**src/rtl/etp_pkg.sv**
```systemverilog
// Shared constants for the event-trigger prescaler.
// Assumes three channels in a fixed order: interrupt, trigger A, trigger B.
package etp_pkg;
    parameter int CNT_W = 2;
    localparam int NCH    = 3;
    localparam int FLAG_W = 8;
    localparam int CH_INT  = 0;
    localparam int CH_SOCA = 1;
    localparam int CH_SOCB = 2;
    localparam int FLG_POS_INT  = 0;
    localparam int FLG_POS_SOCA = 2;
    localparam int FLG_POS_SOCB = 3;
endpackage

```
**src/rtl/etp_chan.sv**
```systemverilog
// One prescaler channel: period register, event counter, sticky flag and
// registered one-cycle pulse. GATED=1 makes the flag block new pulses
// (interrupt behaviour); GATED=0 fires regardless of the flag.
// Assumes evt, clr and frc are one-cycle strobes.
module etp_chan #(
    parameter int CNT_W = 2,
    parameter bit GATED = 1'b0
) (
    input  logic             clk,
    input  logic             rst_n,
    input  logic             evt,
    input  logic             en,
    input  logic             clr,
    input  logic             frc,
    input  logic             we,
    input  logic [CNT_W-1:0] wprd,
    output logic             pulse,
    output logic             flag,
    output logic [CNT_W-1:0] cnt
);
    localparam logic [CNT_W-1:0] CMAX = '1;
    localparam logic [CNT_W-1:0] ZERO = '0;

    logic [CNT_W-1:0] prd_q, prd_nxt, cnt_q, cnt_nxt, cnt_inc;
    logic             flag_q, pulse_q, fire, can_fire, bad_wr, inc;

    // Next-state logic for count and pulse decision.
    always_comb begin
        prd_nxt  = we ? wprd : prd_q;
        bad_wr   = we && (wprd < cnt_q);
        can_fire = en && (prd_nxt != ZERO) && (!GATED || !flag_q);
        inc      = evt && (we || prd_nxt != ZERO) && (cnt_q != CMAX)
                   && ((prd_nxt == ZERO) || (cnt_q < prd_nxt));
        cnt_inc  = cnt_q + {{(CNT_W-1){1'b0}}, inc};
        if (bad_wr) begin
            fire    = 1'b0;
            cnt_nxt = {{(CNT_W-1){1'b0}}, evt};
        end else begin
            fire    = can_fire && ((cnt_inc == prd_nxt) || frc);
            cnt_nxt = fire ? ZERO : cnt_inc;
        end
    end

    // State registers: period, count, flag (set beats clear), pulse.
    always_ff @(posedge clk) begin
        if (!rst_n) begin
            prd_q   <= ZERO;
            cnt_q   <= ZERO;
            flag_q  <= 1'b0;
            pulse_q <= 1'b0;
        end else begin
            prd_q   <= prd_nxt;
            cnt_q   <= cnt_nxt;
            flag_q  <= fire ? 1'b1 : (clr ? 1'b0 : flag_q);
            pulse_q <= fire;
        end
    end

    assign pulse = pulse_q;
    assign flag  = flag_q;
    assign cnt   = cnt_q;

    assert_flag_on_pulse_R3: assert property (@(posedge clk) disable iff (!rst_n)
        pulse_q |-> flag_q);
    assert_cnt_cleared_R2: assert property (@(posedge clk) disable iff (!rst_n)
        pulse_q |-> (cnt_q == ZERO));
    assert_off_silent_R1: assert property (@(posedge clk) disable iff (!rst_n)
        (prd_q == ZERO && !we) |=> !pulse_q);
    assert_cnt_bounded_R5: assert property (@(posedge clk) disable iff (!rst_n)
        (prd_q != ZERO) |-> (cnt_q <= prd_q));
    assert_badwr_quiet_R9: assert property (@(posedge clk) disable iff (!rst_n)
        (we && (wprd < cnt_q)) |=> !pulse_q);

    if (GATED) begin : g_gate_chk
        assert_pending_blocks_R4: assert property (@(posedge clk) disable iff (!rst_n)
            flag_q |=> !pulse_q);
    end
endmodule

```
**src/rtl/etp_flag_pack.sv**
```systemverilog
// Packs the per-channel flags into the readable flag word at fixed bit
// positions; all unused positions read zero. Purely combinational.
module etp_flag_pack
    import etp_pkg::*;
(
    input  logic [NCH-1:0]    flags,
    output logic [FLAG_W-1:0] word
);
    // Place each flag at its fixed position.
    always_comb begin
        word               = '0;
        word[FLG_POS_INT]  = flags[CH_INT];
        word[FLG_POS_SOCA] = flags[CH_SOCA];
        word[FLG_POS_SOCB] = flags[CH_SOCB];
    end
endmodule

```
**src/rtl/evt_trig_prescaler.sv**
```systemverilog
// Event-trigger prescaler top: one flag-gated interrupt channel and two
// ungated conversion-trigger channels sharing a period write port.
// Assumes single-cycle strobes on all evt/clr/frc/we inputs.
module evt_trig_prescaler
    import etp_pkg::*;
#(
    parameter int CW = etp_pkg::CNT_W
) (
    input  logic                clk,
    input  logic                rst_n,
    input  logic                int_evt,
    input  logic                soca_evt,
    input  logic                socb_evt,
    input  logic                int_en,
    input  logic                soca_en,
    input  logic                socb_en,
    input  logic                int_clr,
    input  logic                soca_clr,
    input  logic                socb_clr,
    input  logic                int_frc,
    input  logic                soca_frc,
    input  logic                socb_frc,
    input  logic                prd_we,
    input  logic [NCH*CW-1:0]   prd_wdata,
    output logic                int_pulse,
    output logic                soca_pulse,
    output logic                socb_pulse,
    output logic [CW-1:0]       int_cnt,
    output logic [CW-1:0]       soca_cnt,
    output logic [CW-1:0]       socb_cnt,
    output logic [FLAG_W-1:0]   flag_rd
);
    logic [NCH-1:0]    evt_v, en_v, clr_v, frc_v, pulse_v, flag_v;
    logic [NCH*CW-1:0] cnt_v;

    assign evt_v = {socb_evt, soca_evt, int_evt};
    assign en_v  = {socb_en,  soca_en,  int_en};
    assign clr_v = {socb_clr, soca_clr, int_clr};
    assign frc_v = {socb_frc, soca_frc, int_frc};

    for (genvar i = 0; i < NCH; i++) begin : g_ch
        etp_chan #(
            .CNT_W (CW),
            .GATED (i == CH_INT)
        ) u_ch (
            .clk   (clk),
            .rst_n (rst_n),
            .evt   (evt_v[i]),
            .en    (en_v[i]),
            .clr   (clr_v[i]),
            .frc   (frc_v[i]),
            .we    (prd_we),
            .wprd  (prd_wdata[i*CW +: CW]),
            .pulse (pulse_v[i]),
            .flag  (flag_v[i]),
            .cnt   (cnt_v[i*CW +: CW])
        );
    end

    etp_flag_pack u_pack (
        .flags (flag_v),
        .word  (flag_rd)
    );

    assign int_pulse  = pulse_v[CH_INT];
    assign soca_pulse = pulse_v[CH_SOCA];
    assign socb_pulse = pulse_v[CH_SOCB];
    assign int_cnt    = cnt_v[CH_INT*CW  +: CW];
    assign soca_cnt   = cnt_v[CH_SOCA*CW +: CW];
    assign socb_cnt   = cnt_v[CH_SOCB*CW +: CW];
endmodule

```
**config.mk**
```make
export PLATFORM = sky130hd
export DESIGN_NAME = evt_trig_prescaler
export DESIGN_NICKNAME = d
export VERILOG_FILES = /design/src/rtl/etp_pkg.sv /design/src/rtl/etp_chan.sv /design/src/rtl/etp_flag_pack.sv /design/src/rtl/evt_trig_prescaler.sv
export SDC_FILE = /design/constraint.sdc
export NUM_CORES = 1
export LEC_CHECK = 0
export BUFFER_PORTS_ARGS = -buffer_cell sky130_fd_sc_hd__buf_4
export CORE_ASPECT_RATIO = 2
export CORE_MARGIN = 3
export CORE_UTILIZATION = 35
export CTS_BUF_LIST = sky130_fd_sc_hd__clkbuf_4
export CTS_CLUSTER_DIAMETER = 40
export DETAILED_ROUTE_END_ITERATION = 16
export PLACE_DENSITY_LB_ADDON = 0.3
export SETUP_SLACK_MARGIN = 0.05
export SLEW_MARGIN = 20
export SYNTH_ARGS = -nofsm -noshare
export SYNTH_HDL_FRONTEND = slang
export SYNTH_SLANG_ARGS = --single-unit
```
**constraint.sdc**
```tcl
create_clock -name clk -period 2.2 [get_ports clk]
set_clock_uncertainty 0.05 [all_clocks]
set_input_delay 0.11 -clock clk [delete_from_list [all_inputs] [get_ports clk]]
set_output_delay 0.11 -clock clk [all_outputs]
set_load 0.005 [all_outputs]
```
# --- Word level (Yosys, flattened, before mapping) ---
# Cells that the tools add are included.
op_classes:
  n_addsub: 3
  order_cmp: 6
  eq_ne: 6
  n_mux: 18
  bitwise_logic: 1
  n_reduce_logical: 41
ops:
  columns: ["op", "n"]
  rows:
  - ["$logic_and A1 B1 Y1", 19]
  - ["$mux W1", 15]
  - ["$lt A2 B2 Y1", 6]
  - ["$reduce_bool A2 Y1", 6]
  - ["$logic_or A1 B1 Y1", 9]
  - ["$reduce_or A3 Y1", 3]
  - ["$add A2 B1 Y2", 3]
  - ["$eq A2 B2 Y1", 3]
  - ["$logic_not A2 Y1", 3]
  - ["$mux W2", 3]
  - ["$ne A2 B2 Y1 const B", 3]
  - ["$logic_not A1 Y1", 1]
  - ["$not A1 Y1", 1]
word_totals:
  regBits: 18
  inputBits: 21
  out_inout_bits: 17
  wordCells: 90

# --- Logic depth before layout (Yosys ltp) ---
depth:
  ltp_word: 12
  mapped_depth: 12
  depth_no_buf: 11

# --- By module ---
# From an unflattened synthesis, not the netlist that was laid out.
hier_totals:
  hier_cells: 123
  hier_area_um2: 1128.6
by_module_without_submodules:
  columns: ["mod", "n_inst", "cells_per_inst", "area_per_inst_um2", "seq_area_each_um2"]
  rows:
  - ["etp_chan at g_ch[1].u_ch ...", 2, 38, 344.1, 120.1]
  - ["etp_chan at g_ch[0].u_ch", 1, 38, 376.6, 120.1]
  - ["etp_flag_pack", 1, 9, 63.8, 0.0]

# --- Worst setup path before layout ---
# OpenSTA, ideal clock, no wires.
synth_path:
  kind: "reg2reg"
  start: "reg g_ch[0].u_ch.prd_q[1]"
  end: "reg g_ch[0].u_ch.cnt_q[0]"
  setup_time_ns: 0.116
  arrival_ns: 1.972
  t_required_ns: 2.034
  path_slack_ns: 0.062
  path_stages_with_launch: 12
  path_buffers: 0
  period_less_slack_ns: 2.138
  cell_sequence: "dfxtp_1 > mux2i_1 > ha_1 > o21ai_1 > nand2b_1 > a21oi_1 > ha_1 > xnor2_1 > nor2_1 > o21ai_1 > nand4bb_4 > a41o_1"
synth_between:
  elab_chain_len: 12
  elab_cells_between_ends: 17
  cone_classes: "add/sub: 1; order compare: 1; eq/ne: 1; mux: 3; reduce/logical: 11"
synth_rtl:
  columns: ["item", "line", "source"]
  rows:
  - ["start, declared", "etp_chan.sv:24", "logic [CNT_W-1:0] prd_q, prd_nxt, cnt_q, cnt_nxt, cnt_inc;"]
  - ["start signal, assigned", "etp_chan.sv:52", "prd_q <= prd_nxt;"]
  - ["$mux W2 (*)", "etp_chan.sv:29", "prd_nxt = we ? wprd : prd_q;"]
  - ["$reduce_bool A2 Y1", "etp_chan.sv:31, etp_chan.sv:32", null]
  - ["$logic_or A1 B1 Y1", "etp_chan.sv:32", "inc = evt && (we || prd_nxt != ZERO) && (cnt_q != CMAX)"]
  - ["$logic_and A1 B1 Y1 (2 in a row)", "etp_chan.sv:32", null]
  - ["$logic_and A1 B1 Y1", "etp_chan.sv:33", "&& ((prd_nxt == ZERO) || (cnt_q < prd_nxt));"]
  - ["$add A2 B1 Y2", "etp_chan.sv:34", "cnt_inc = cnt_q + {{(CNT_W-1){1'b0}}, inc};"]
  - ["$eq A2 B2 Y1", "etp_chan.sv:39", "fire = can_fire && ((cnt_inc == prd_nxt) || frc);"]
  - ["$logic_or A1 B1 Y1", "etp_chan.sv:39", null]
  - ["$logic_and A1 B1 Y1", "etp_chan.sv:39", null]
  - ["$mux W1 (*)", "etp_chan.sv:40", "cnt_nxt = fire ? ZERO : cnt_inc;"]
  - ["$mux W1 (*)", "etp_chan.sv:35", "if (bad_wr) begin"]
  - ["end signal, assigned", "etp_chan.sv:53", "cnt_q <= cnt_nxt;"]
  - ["end, declared", "etp_chan.sv:24", null]
# Mark *: on every way between the ends. The rest lies on a longest branch, timed or not.
# A chain may end at the register's enable or synchronous reset.

# --- Worst setup path in the final report ---
layout_path:
  start: "reg g_ch[2].u_ch.prd_q[1]"
  end: "reg g_ch[2].u_ch.pulse_q"
layout_between:
  elab_chain_len: 11
  elab_cells_between_ends: 15
  cone_classes: "add/sub: 1; order compare: 1; eq/ne: 1; mux: 2; reduce/logical: 10"
layout_rtl:
  columns: ["item", "line", "source"]
  rows:
  - ["start, declared", "etp_chan.sv:24", null]
  - ["start signal, assigned", "etp_chan.sv:52", null]
  - ["$mux W2 (*)", "etp_chan.sv:29", null]
  - ["$reduce_bool A2 Y1", "etp_chan.sv:31, etp_chan.sv:32", null]
  - ["$logic_or A1 B1 Y1", "etp_chan.sv:32", null]
  - ["$logic_and A1 B1 Y1 (2 in a row)", "etp_chan.sv:32", null]
  - ["$logic_and A1 B1 Y1", "etp_chan.sv:33", null]
  - ["$add A2 B1 Y2", "etp_chan.sv:34", null]
  - ["$eq A2 B2 Y1", "etp_chan.sv:39", null]
  - ["$logic_or A1 B1 Y1", "etp_chan.sv:39", null]
  - ["$logic_and A1 B1 Y1 (*)", "etp_chan.sv:39", null]
  - ["$mux W1 (*)", "etp_chan.sv:35", null]
  - ["end signal, assigned", "etp_chan.sv:55", "pulse_q <= fire;"]
  - ["end, declared", "etp_chan.sv:25", "logic flag_q, pulse_q, fire, can_fire, bad_wr, inc;"]
# Marks and branches as above.

==> metrics.txt <==
Post-Syn Instances=126; Slew Limit Fails=0; TritonCTS buffer count=3; design area=between 0.0015 and 0.002 mm2; area of the mapped netlist=between 0.001 and 0.0015 mm2; GRT Total Usage=about 15%; top sig layer=met4; number of global-route vias before repair=1095; DR WL/cell=about 14 um; Area Growth Syn to Fin=40.5%; met2 wire len=1730 um; Max Cap Viol=0; HP Class=input pin to register; Die Wd=roughly 46 um; clk_lat worst skew=between 0.2 and 0.3 ns; Crit path required time=2.34 ns; routed length on met1=between 900 and 1000 um; initial antenna violation count=0; Total Power=between 800 and 900 uW; # DRC=0; CTS tree=done; status=finished clean; Core Box Area=0.00305 mm2; area leader, netlist=dfxtp_1; worst vdd ir=~0.33 mV; register area share after synthesis=31.4%; GP Congestion=about 0.72; Max Clk Rate=459 MHz; nets@finish=just over 200; starting density of the core=roughly 38%; Critical Path AT=roughly 2.3 ns; hpwl dp=~2300 um; CP Class=register to register; top cells by area, synth=dfxtp_1 (31%), ha_1 (9.8%), buf_4 (5.2%); CTS sink count=18; Yosys reg bits=18; Lkg Pwr=0.703 nW; PwrDens=between 500 and 600 mW/mm2; CTS root buf=clkbuf_4; layout cells sized above 1=between 40% and 50%; syn avg cell area=between 9 and 10 um2; post-synth top area share=about a third; DR vias=between 1000 and 1500; Max H-tree Level=1; I/O Buffers=32; first-pass GRT wire length=roughly 4500 um; min Tclk post-route=around 2.2 ns; Final Hold Fails=0; Overflow after GRT=0; CP max FO=4; Site Rows=28; DRT antenna net count=0; Initial DRC Count=10; Final period util=99.0%; Synth cell types=27; First-pass DRT Iterations=4; Post-Route WL=2800 um; Clock Tree Buf Depth=2; Placed Area=~0.0015 mm2; Reg clk slew, reported paths=0.10 ns; RSZ-0062 raised after global routing=true; Yosys Warn Count=0; final setup fails=0; Top Ports=38; critical path startpoint category=register; # diodes=0; maximum number of pins on one net before global-route repair=19; met3 WL post-DR=109 um; die area=between 0.004 and 0.005 mm2; Worst setup EP type=register; Die H=87.0 um; DR vias/cell=5.05
==> final timing paths <==
path | start | to | slack [ns] | cells after the start
setup / recovery | g_ch[2].u_ch.prd_q[1] | g_ch[2].u_ch.pulse | 0.02 | 12
hold / removal | soca_clr | g_ch[1].u_ch.flag | 0.02 | 3
setup reg to reg | g_ch[2].u_ch.prd_q[1] | g_ch[2].u_ch.pulse | 0.02 | 12
hold reg to reg | g_ch[1].u_ch.flag | g_ch[1].u_ch.flag | 0.44 | 2
==> worst max-delay path: stages, from the launching register on <==
cell      delay (ns)
dfxtp_2         0.35
mux2i_4         0.15
ha_1            0.25
o21ai_1         0.09
a22oi_1         0.10
nor2_1          0.12
ha_2            0.21
xnor2_2         0.13
xor2_1          0.18
nor2_1          0.07
o211ai_2        0.21
buf_4           0.14
nor2_1          0.03
==> flip-flops by register name, indices dropped and copies added (netlist names) <==
| signal | flops |
|---|---|
| g_ch.u_ch.flag | 3 |
| g_ch.u_ch.cnt | 6 |
| g_ch.u_ch.prd_q | 6 |
| g_ch.u_ch.pulse | 3 |
==> cells in the mapped netlist, drive strengths merged <==
library cell	count
nor3b	3
xnor2	3
nand4bb	1
dfxtp	18
a21oi	2
nand2	10
nor2	13
o21ai	12
ha	9
xor2	3
o311ai	3
o211ai	2
nand3b	6
nand2b	2
conb	1
a41o	3
nor2b	8
clkbuf	2
buf	9
mux2i	6
inv	8
a22oi	2
==> layer usage <==
metal | track usage (%) | up-vias
li1 | - | 514
met1 | 13.1 | 488
met2 | 29.4 | 22
met3 | 1.86 | 2
met4 | 6.22 | 0
met5 | 0 | -
==> timing repair <==
action / in CTS / in global routing
resized for setup: 12 / 6
hold buffers: 0 / 0
setup endpoints to repair: 10 / 11
pin swaps: 11 / 7
setup buffers: 2 / 5
==> logic make-up after synthesis <==
family	share of synthesized area [%]
fa+ha+maj	9.81
flops	31.4
simple gates	22.1
xor+xnor	4.58
other cells	0.327
mux	7.74
buf+inv	9.49
compound gates	14.5
==> per-stage QoR <==
stage                     instances  hold WS, ns  worst slack, ns  TNS, ns  utilization (%)
after floorplan                 130        0.217           0.0616        0                -
after global placement          193        0.323           0.0121        0             47.6
after detailed placement        193        0.333           -0.102   -0.402             47.6
after CTS                       198      0.00826           0.0416        0             50.3
after global routing            203       0.0171          -0.0836   -0.354             52.9
final                           203       0.0180           0.0211        0             52.9
==> cells in the final DEF, fill, tap and decap left out <==
cell / instances
mux2i_4: 2
dfxtp_2: 3
xnor2_2: 2
a22oi_1: 2
xor2_1: 2
a21oi_2: 2
buf_4: 51
o211ai_2: 2
xnor2_4: 1
conb_1: 5
o21ai_1: 8
xor2_2: 1
clkbuf_4: 3
inv_1: 8
o21ai_0: 3
nor2b_1: 8
nand3b_1: 6
nor3b_2: 3
ha_2: 2
a41o_1: 3
nand2b_1: 2
dfxtp_1: 15
o21ai_2: 1
mux2i_2: 2
mux2i_1: 2
ha_4: 1
nor2_1: 12
nand2_1: 10
ha_1: 6
nand4bb_4: 1
o311ai_0: 3
nor2_2: 1
==> cell type report <==
cell class | count | area, um2
repair buffers | 51 | 383
fillers | 302 | 1440
clock buffers | 3 | 22.5
inverters | 8 | 30.0
multi-input cells | 93 | 774
flip-flops and latches | 18 | 364
well taps | 30 | 37.5
==> where the power goes <==
group / switching [mW] / internal (mW) / total, mW / leakage, nW
logic: 0.123 / 0.162 / 0.285 / 0.541
registers: 0.0207 / 0.350 / 0.371 / 0.149
clock network: 0.101 / 0.0637 / 0.165 / 0.0138
total: 0.245 / 0.576 / 0.821 / 0.703
Note: power is estimated with default switching activity, not from simulation.
